`src/rtl/alu8_pkg.sv`:
```
package alu8_pkg;

    typedef enum logic [3:0] {
        OP_ADD     = 4'd0,
        OP_ADD_KC  = 4'd1,
        OP_SUB     = 4'd2,
        OP_SUB_KC  = 4'd3,
        OP_AND     = 4'd4,
        OP_XOR     = 4'd5,
        OP_OR      = 4'd6,
        OP_ACC_RLC = 4'd7,
        OP_ACC_RRC = 4'd8,
        OP_ACC_RL  = 4'd9,
        OP_ACC_RR  = 4'd10,
        OP_REG_RLC = 4'd11,
        OP_REG_RRC = 4'd12,
        OP_REG_RL  = 4'd13,
        OP_REG_RR  = 4'd14,
        OP_NONE    = 4'd15
    } alu_op_e;

    typedef enum logic [1:0] {
        LG_AND = 2'd0,
        LG_XOR = 2'd1,
        LG_OR  = 2'd2
    } logic_sel_e;

    typedef struct packed {
        logic z;
        logic n;
        logic h;
        logic c;
    } alu_flags_t;

    localparam int FLAG_COUNT = 4;

endpackage

```
`src/rtl/alu8_addsub.sv`:
```
module alu8_addsub #(
    parameter int DATA_W = 8
) (
    input  logic [DATA_W-1:0] a,
    input  logic [DATA_W-1:0] b,
    input  logic              do_sub,
    output logic [DATA_W-1:0] sum,
    output logic              half,
    output logic              carry
);
    localparam int HALF_W = DATA_W / 2;

    logic [DATA_W:0] full_add;
    logic [HALF_W:0] low_add;

    always_comb begin
        full_add = {1'b0, a} + {1'b0, b};
        low_add  = {1'b0, a[HALF_W-1:0]} + {1'b0, b[HALF_W-1:0]};
        if (do_sub) begin
            sum   = a - b;
            half  = (a[HALF_W-1:0] < b[HALF_W-1:0]);
            carry = (a < b);
        end else begin
            sum   = full_add[DATA_W-1:0];
            half  = low_add[HALF_W];
            carry = full_add[DATA_W];
        end
    end
endmodule

```
`src/rtl/alu8_bitwise.sv`:
```
module alu8_bitwise
    import alu8_pkg::*;
#(
    parameter int DATA_W = 8
) (
    input  logic [DATA_W-1:0] a,
    input  logic [DATA_W-1:0] b,
    input  logic_sel_e        sel,
    output logic [DATA_W-1:0] y
);
    always_comb begin
        unique case (sel)
            LG_AND:  y = a & b;
            LG_XOR:  y = a ^ b;
            LG_OR:   y = a | b;
            default: y = '0;
        endcase
    end
endmodule

```
`src/rtl/alu8_rotate.sv`:
```
module alu8_rotate #(
    parameter int DATA_W = 8
) (
    input  logic [DATA_W-1:0] a,
    input  logic              cin,
    input  logic              go_left,
    input  logic              thru_carry,
    output logic [DATA_W-1:0] y,
    output logic              cout
);
    logic fill_left;
    logic fill_right;

    always_comb begin
        fill_left  = thru_carry ? cin : a[DATA_W-1];
        fill_right = thru_carry ? cin : a[0];
        if (go_left) begin
            y    = {a[DATA_W-2:0], fill_left};
            cout = a[DATA_W-1];
        end else begin
            y    = {fill_right, a[DATA_W-1:1]};
            cout = a[0];
        end
    end
endmodule

```
`src/rtl/alu8_flag_pack.sv`:
```
module alu8_flag_pack
    import alu8_pkg::*;
#(
    parameter int DATA_W = 8
) (
    input  alu_flags_t        flags,
    output logic [DATA_W-1:0] packed_byte
);
    localparam int LOW_W = DATA_W - FLAG_COUNT;

    assign packed_byte[DATA_W-1:LOW_W] = flags;

    genvar gi;
    generate
        for (gi = 0; gi < LOW_W; gi++) begin : g_low_zero
            assign packed_byte[gi] = 1'b0;
        end
    endgenerate
endmodule

```
`src/rtl/alu8_core.sv`:
```
module alu8_core
    import alu8_pkg::*;
#(
    parameter int DATA_W = 8
) (
    input  logic [3:0]        op_sel,
    input  logic [DATA_W-1:0] opnd_a,
    input  logic [DATA_W-1:0] opnd_b,
    input  logic              carry_in,
    output logic [DATA_W-1:0] result,
    output logic              flag_z,
    output logic              flag_n,
    output logic              flag_h,
    output logic              flag_c,
    output logic [DATA_W-1:0] flag_byte
);
    alu_op_e           op;
    logic              as_sub;
    logic_sel_e        lg_sel;
    logic              rot_left;
    logic              rot_thru;

    logic [DATA_W-1:0] as_sum;
    logic              as_half;
    logic              as_carry;
    logic [DATA_W-1:0] lg_y;
    logic [DATA_W-1:0] rot_y;
    logic              rot_cout;

    alu_flags_t        fl;
    logic [DATA_W-1:0] res;

    assign op = alu_op_e'(op_sel);

    // operation decode: controls for the three datapath units
    always_comb begin
        as_sub   = 1'b0;
        lg_sel   = LG_AND;
        rot_left = 1'b0;
        rot_thru = 1'b0;
        unique case (op)
            OP_SUB, OP_SUB_KC:       as_sub = 1'b1;
            OP_XOR:                  lg_sel = LG_XOR;
            OP_OR:                   lg_sel = LG_OR;
            OP_ACC_RLC, OP_REG_RLC:  rot_left = 1'b1;
            OP_ACC_RL, OP_REG_RL: begin
                rot_left = 1'b1;
                rot_thru = 1'b1;
            end
            OP_ACC_RR, OP_REG_RR:    rot_thru = 1'b1;
            default: ;
        endcase
    end

    alu8_addsub #(.DATA_W(DATA_W)) u_addsub (
        .a      (opnd_a),
        .b      (opnd_b),
        .do_sub (as_sub),
        .sum    (as_sum),
        .half   (as_half),
        .carry  (as_carry)
    );

    alu8_bitwise #(.DATA_W(DATA_W)) u_bitwise (
        .a   (opnd_a),
        .b   (opnd_b),
        .sel (lg_sel),
        .y   (lg_y)
    );

    alu8_rotate #(.DATA_W(DATA_W)) u_rotate (
        .a          (opnd_a),
        .cin        (carry_in),
        .go_left    (rot_left),
        .thru_carry (rot_thru),
        .y          (rot_y),
        .cout       (rot_cout)
    );

    // result and per-operation flag policy
    always_comb begin
        res = '0;
        fl  = '0;
        unique case (op)
            OP_ADD, OP_SUB: begin
                res  = as_sum;
                fl.z = (as_sum == '0);
                fl.n = as_sub;
                fl.h = as_half;
                fl.c = as_carry;
            end
            OP_ADD_KC, OP_SUB_KC: begin
                res  = as_sum;
                fl.z = (as_sum == '0);
                fl.n = as_sub;
                fl.h = as_half;
                fl.c = carry_in;
            end
            OP_AND: begin
                res  = lg_y;
                fl.z = (lg_y == '0);
                fl.h = 1'b1;
            end
            OP_XOR, OP_OR: begin
                res  = lg_y;
                fl.z = (lg_y == '0);
            end
            OP_ACC_RLC, OP_ACC_RRC, OP_ACC_RL, OP_ACC_RR: begin
                res  = rot_y;
                fl.c = rot_cout;
            end
            OP_REG_RLC, OP_REG_RRC, OP_REG_RL, OP_REG_RR: begin
                res  = rot_y;
                fl.z = (rot_y == '0);
                fl.c = rot_cout;
            end
            OP_NONE: begin
                res = '0;
                fl  = '0;
            end
            default: begin
                res = '0;
                fl  = '0;
            end
        endcase
    end

    assign result = res;
    assign flag_z = fl.z;
    assign flag_n = fl.n;
    assign flag_h = fl.h;
    assign flag_c = fl.c;

    alu8_flag_pack #(.DATA_W(DATA_W)) u_pack (
        .flags       (fl),
        .packed_byte (flag_byte)
    );
endmodule

```
`config.mk`:
```
export PLATFORM = sky130hd
export DESIGN_NAME = alu8_core
export DESIGN_NICKNAME = d
export VERILOG_FILES = /design/src/rtl/alu8_pkg.sv /design/src/rtl/alu8_addsub.sv /design/src/rtl/alu8_bitwise.sv /design/src/rtl/alu8_rotate.sv /design/src/rtl/alu8_flag_pack.sv /design/src/rtl/alu8_core.sv
export SDC_FILE = /design/constraint.sdc
export NUM_CORES = 1
export LEC_CHECK = 0
export CORE_ASPECT_RATIO = 1.75
export CORE_MARGIN = 10
export CORE_UTILIZATION = 45
export DETAILED_ROUTE_END_ITERATION = 12
export PLACE_DENSITY = 0.85
export SYNTH_ARGS = -nofsm -noshare
export SYNTH_HDL_FRONTEND = slang
export SYNTH_SLANG_ARGS = --single-unit
```
`constraint.sdc`:
```
create_clock -name vclk -period 3.94
set_clock_uncertainty 0.15 [all_clocks]
set_input_delay 0.788 -clock vclk [all_inputs]
set_output_delay 0.788 -clock vclk [all_outputs]
set_load 0.01 [all_outputs]
```
==> results.ini, run 1 <==
[worst_hold_path]
holdPathStages=5
hold_class=in2out

[power_and_ir_drop]
p_clk_share_pct=0
p_switching_mw=0.227
pwr-share-comb_pct=100.0
seqPwrFrac_pct=0
power_leakage_nw=1.40
p_per_area_nw_per_um2=149
p_sw_share_pct=50.5
ir_drop_uv=105
internal_power_mw=0.222

[run_status]
status=finished clean

[floorplanning]
start_util_pct=46.0
die-height_um=100
dieWidth_um=65.8
core_area_um2=3590
die_area_um2=6590
ioPinCount=41
rows=29

[layout]
drive_gt1_share_pct=47.9
final_cell_count_no_fill=407
synthToLayoutAreaGrowth_pct=82.7
nets=410
seq_cell_count=0
regArea_um2=0
nClkBuffers=0
multi_input_area_um2=1770
diodes=0
fill_cells=185

[drt]
wire_per_inst_um=20.5
drc=0
wirelength_um=8350
dr.pass1.iters=6
routed-via-count=2620
drt_iter0_drc=354
ant_nets=0
via_per_inst=6.44

[timing]
fin_ws_ns=0.00180
hold_viol=0
tns_ns=0
rsz0062_at_grt=true
whs_ns=2.06
relSlewSlack_pct=65.1
period_share_pct=100
drv_slew=0
setup_viol=0
fin_crit_ns=3.94
worst_pin_slew_ns=0.522
fmax_mhz=254

[grt]
first_global_vias=2588
grt_pass1_wl_um=12200
antenna_found_initial=0
grt_max_degree=36
grt_usage_pct=22.4
overflow=0

[job]
cap_violations=0

[placed_design]
dp_cells=390
dpl.hpwl_um=5350
io_buffers=37
place_ws_ns=-0.989
gp_congestion=1.00

[critical_path]
arrival_ns=3.00
criticalPathCategory=in2out
crit_required_ns=3.00
crit_fanout=7
crit_path_end_kind=primary output
startpoint_type=input pin

[synth]
synth-seq-area-share_pct=0
synthTopCellsByArea=ha_1, a21oi_1, inv_1
yosys_warnings=0
syn_area_per_cell_um2=6.58
synth_top_area_share_pct=18.2
synth_cell_types=56
synth_top_area_cell=ha_1
syn_inst=251
synth_area_um2=1650

[per-layer routing]
layer  global-route usage [%]  routed length (um)  up-vias
met2                     40.4                4050      203
met3                     3.34                 669       76
met5                        0                   0        -
li1                         -                   -     1130
met4                     14.2                 753        0
met1                     22.9                2880     1211
[power by group through the flow]
| stage | Clock (mW) | Combinational, mW | Sequential, mW |
|---|---|---|---|
| after floorplan | 0 | 0.174 | 0 |
| after global placement | 0 | 0.337 | 0 |
| after detailed placement | 0 | 0.343 | 0 |
| after CTS | 0 | 0.388 | 0 |
| after global routing | 0 | 0.471 | 0 |
| final | 0 | 0.449 | 0 |
[critical path: stages]
cell,delay [ns]
dlygate4sd2_1,0.25
or3b_1,0.40
buf_6,0.18
buf_4,0.17
nor3b_1,0.45
o31a_1,0.27
nor2_1,0.07
o31ai_2,0.24
buf_2,0.18
[placed cells by master, fill, tap and decap left out, drive strengths merged, types with 2 or more instances in the layout]
cell	n
nor2b	3
conb	4
mux2i	3
nor2	26
a31oi	2
o22ai	4
clkbuf	4
or3	3
dlygate4sd2	8
a2111oi	3
inv	27
o21ai	17
ha	24
nand2	8
a21oi	28
buf	104
a221o	3
fa	2
a21boi	2
and3	2
nor4b	3
nand3	6
dlymetal6s2s	5
clkdlybuf4s15	2
nand3b	2
xnor2	3
nor3	5
or4	2
nor4	6
nor3b	2
o31ai	4
o21a	4
clkdlybuf4s50	9
nand4	3
a211oi	8
[synth_stat cells (3+ instances only)]
cell type and n:
a2111oi_0 3, a211oi_1 8, a21oi_1 28, a221o_1 3
buf_4 9, clkbuf_1 11, ha_1 24, inv_1 27
mux2i_1 3, nand2_1 8, nand3_1 6, nand4_1 3
nor2_1 26, nor2b_1 3, nor3_1 4, nor4_1 6
nor4b_1 3, o21a_1 4, o21ai_0 17, o22ai_1 4
o31ai_1 3, or3_1 3, xnor2_1 3
[path summary, 6_finish.rpt]
path	end	slack, ns	from
worst max-delay path	flag_z	0.002	op_sel[2]
worst min-delay path	flag_byte[4]	2.06	opnd_a[0]
[final cells by class]
cell class,count,area share [%]
repair buffers,132,35.3
multi-input cells,201,58.8
well taps,46,1.91
inverters,28,3.98
[repair_timing]
| action | 4_1_cts | 5_1_grt |
|---|---|---|
| hold buffers | 0 | 0 |
| setup buffers | 10 | 7 |
| endpoints found under the setup margin | 14 | 13 |
| gates resized for setup | 110 | 52 |
| pin swaps | 25 | 28 |
[logic make-up after synthesis]
| family | after synthesis | synth area share (%) |
|---|---|---|
| multiplexers | 4 | 2.50 |
| AND/OR/NAND/NOR | 75 | 24.1 |
| AO/OA/AOI/OAI | 89 | 35.1 |
| other | 1 | 0.227 |
| XOR/XNOR | 3 | 1.59 |
| adder cells (fa/ha/maj) | 26 | 20.6 |
| buffers and inverters | 53 | 15.9 |
[stage by stage]
| stage | utilization (%) | power, mW | area [um2] |
|---|---|---|---|
| 2_1_floorplan | - | 0.174 | 1660 |
| 3_3_place_gp | 70.5 | 0.337 | 2530 |
| 3_5_place_dp | 70.5 | 0.343 | 2530 |
| 4_1_cts | 78.6 | 0.388 | 2830 |
| 5_1_grt | 84.0 | 0.471 | 3020 |
| 6_report | 84.0 | 0.449 | 3020 |
Power figures use the tool's default switching activity.
==> run 2, diff against run 1 <==
--- a/config.mk
+++ b/config.mk
@@ -6,10 +6,10 @@
 export NUM_CORES = 1
 export LEC_CHECK = 0
 export CORE_ASPECT_RATIO = 1.75
-export CORE_MARGIN = 10
 export CORE_UTILIZATION = 45
 export DETAILED_ROUTE_END_ITERATION = 12
 export PLACE_DENSITY = 0.85
+export SLEW_MARGIN = 20
 export SYNTH_ARGS = -nofsm -noshare
 export SYNTH_HDL_FRONTEND = slang
 export SYNTH_SLANG_ARGS = --single-unit
==> run 2 against run 1 <==
  * The flow now stops in 5_1_grt
  * Area after synthesis stayed put
  * Synthesized cell count stayed put
==> results.ini, run 2 <==
[run_status]
status=did not finish
stop_stage=5_1_grt
firstError=[ERROR GRT-0232] Routing congestion too high. Check the congestion heatmap in the GUI.

[synth]
synth-seq-area-share_pct=0
yosys_warnings=0
synth_cell_types=56
synth_area_um2=1650
syn_inst=251
ys_top_cells_by_count=a21oi_1, inv_1, nor2_1
synthTopCellsByArea=ha_1, a21oi_1, inv_1
synth_top_area_cell=ha_1
synth_top_area_share_pct=18.2
yosysMostFrequentCell=a21oi_1
syn_area_per_cell_um2=6.58

[clock_tree]
hold_buffers=0

[placed_design]
gp_congestion=1.05
placed_cell_area_um2=2580
dp_cells=394
dpl.hpwl_um=5170
io_buffers=37

[floorplanning]
die-height_um=82.1
ioPinCount=41
rows=28
start_util_pct=48.1
dieWidth_um=47.8

[grt]
overflow=7
grt_max_degree=36
grt_usage_pct=58.1

[timing]
crit_endpoint=flag_byte[7]
worst_path_end_type=top-level output

-- run 2: cells by family after synthesis --
group                      synth area share (%)
xor gates and xnor gates                   1.59
AOI/OAI and AO/OA                          35.1
muxes                                      2.50
adders and majority gates                  20.6
other                                     0.227
buffers and inverters                      15.9
and+or+nand+nor                            24.1
-- run 2: repair_timing --
item,4_1_cts
resized for setup,131
buffers inserted,17
setup endpoints to repair,14
pin swaps,32
-- run 2: layer usage --
| layer | GRT usage (%) | GRT overflow |
|---|---|---|
| met1 | 58.0 | 0 |
| met2 | 79.6 | 4 |
| met3 | 35.0 | 0 |
| met4 | 52.8 | 3 |
| met5 | 3.33 | 0 |
-- run 2: metrics by stage --
step	worst slack, ns	util (%)	hold slack, ns	TNS [ns]
CTS	0.000327	85.9	2.06	0
floorplan	0.0385	-	1.64	0
global placement	-0.870	75.1	2.65	-7.50
detailed placement	-0.989	75.1	2.65	-8.59
==> run 3, diff against run 2 <==
--- a/config.mk
+++ b/config.mk
@@ -5,10 +5,9 @@
 export SDC_FILE = /design/constraint.sdc
 export NUM_CORES = 1
 export LEC_CHECK = 0
-export CORE_ASPECT_RATIO = 1.75
-export CORE_UTILIZATION = 45
+export CORE_UTILIZATION = 30
 export DETAILED_ROUTE_END_ITERATION = 12
-export PLACE_DENSITY = 0.85
+export PLACE_DENSITY_LB_ADDON = 0.15
 export SLEW_MARGIN = 20
 export SYNTH_ARGS = -nofsm -noshare
 export SYNTH_HDL_FRONTEND = slang
==> run 3 against run 2 <==
  * The flow now finishes without violations
==> results.ini, run 3 (synthesis results as in run 1) <==
[floorplanning]
core_area_um2=5200
start_util_pct=31.7
ioPinCount=41
dieWidth_um=76.2
die_area_um2=5810
die-height_um=76.2
rows=26

[drt]
dr.pass1.iters=5
wire_per_inst_um=16.2
routed-via-count=2331
ant_nets=0
via_per_inst=5.38
drc=0
wirelength_um=7000
drt_iter0_drc=205

[placed_design]
placed_cell_area_um2=2630
io_buffers=37
dpl.hpwl_um=5150
place_ws_ns=-0.914
dp_cells=421
gp_congestion=0.935

[timing]
whs_ns=2.02
hold_viol=0
fmax_mhz=260
fin_crit_ns=3.84
tns_ns=0
fin_ws_ns=0.0971
rsz0062_at_grt=false
period_share_pct=97.5
setup_viol=0
drv_slew=0

[layout]
final_common_cell=buf_4
diodes=0
drive_gt1_share_pct=47.9
final_util_pct=58.2
final_area_um2=3030
regArea_um2=0
nets=412
nClkBuffers=0
final_cell_count_no_fill=433
seq_cell_count=0
synthToLayoutAreaGrowth_pct=83.4
final_cell_mix=buf_4, nor2_1, a21oi_1
fill_cells=480

[critical_path]
crit_required_ns=3.00
endpoint=result[0]
startpoint=op_sel[1]
crit_path_end_kind=primary output
crit_fanout=35
arrival_ns=2.90
startpoint_type=input pin
criticalPathCategory=in2out

[power_and_ir_drop]
total_power_mw=0.427
p_per_area_nw_per_um2=141
power_leakage_nw=1.41
ir_drop_uv=72.9

[grt]
first_global_vias=2229
grt_usage_pct=23.6
grt_pass1_wl_um=11100
overflow=0
grt_max_degree=36
antenna_found_initial=0

[job]
cap_violations=0

[run_status]
status=finished clean

[worst_hold_path]
hold_class=in2out

[run 3: routing by layer]
metal / wire [um] / part of all wire, % / vias to the layer above / GRT usage [%]
met5: 0 / 0 / - / 0
met4: 138 / 2.0 / 0 / 4.81
met3: 356 / 5.1 / 10 / 1.32
met2: 3370 / 48 / 82 / 42.0
met1: 3140 / 45 / 1108 / 31.2
li1: - / - / 1131 / -
[run 3: layout make-up]
type	instances	area, um2	share of cell area [%]
well taps	70	87.6	2.89
inverters	28	118	3.88
multi-input cells	201	1730	57.0
repair buffers	134	1100	36.2
[run 3: worst max-delay path, cell delays in order]
cell and delay, ns:
dlygate4sd2_1 0.27, buf_12 0.18, and3b_1 0.22, o21ai_4 0.22
buf_4 0.21, nor2_1 0.07, a211oi_1 0.24, o32a_1 0.18
clkdlybuf4s50_1 0.53
[run 3: how the worst min path moves through the flow]
stage,start,to,cells after the start
after CTS,opnd_a[0],flag_byte[4],5
after global placement,carry_in,flag_byte[4],4
after floorplan,opnd_a[5],result[4],2
final,opnd_a[0],flag_byte[4],5
after detailed placement,carry_in,flag_byte[4],4
after global routing,opnd_a[0],flag_c,5
[run 3: power by group]
part / switching, mW / internal [mW] / leakage (nW)
clock: 0 / 0 / 0
combinational: 0.206 / 0.221 / 1.41
sequential: 0 / 0 / 0
[run 3: repair_timing]
action,in CTS,in global routing
setup buffers,8,5
hold buffers,0,0
pin swaps,25,20
resized for setup,119,40
setup endpoints to repair,14,11
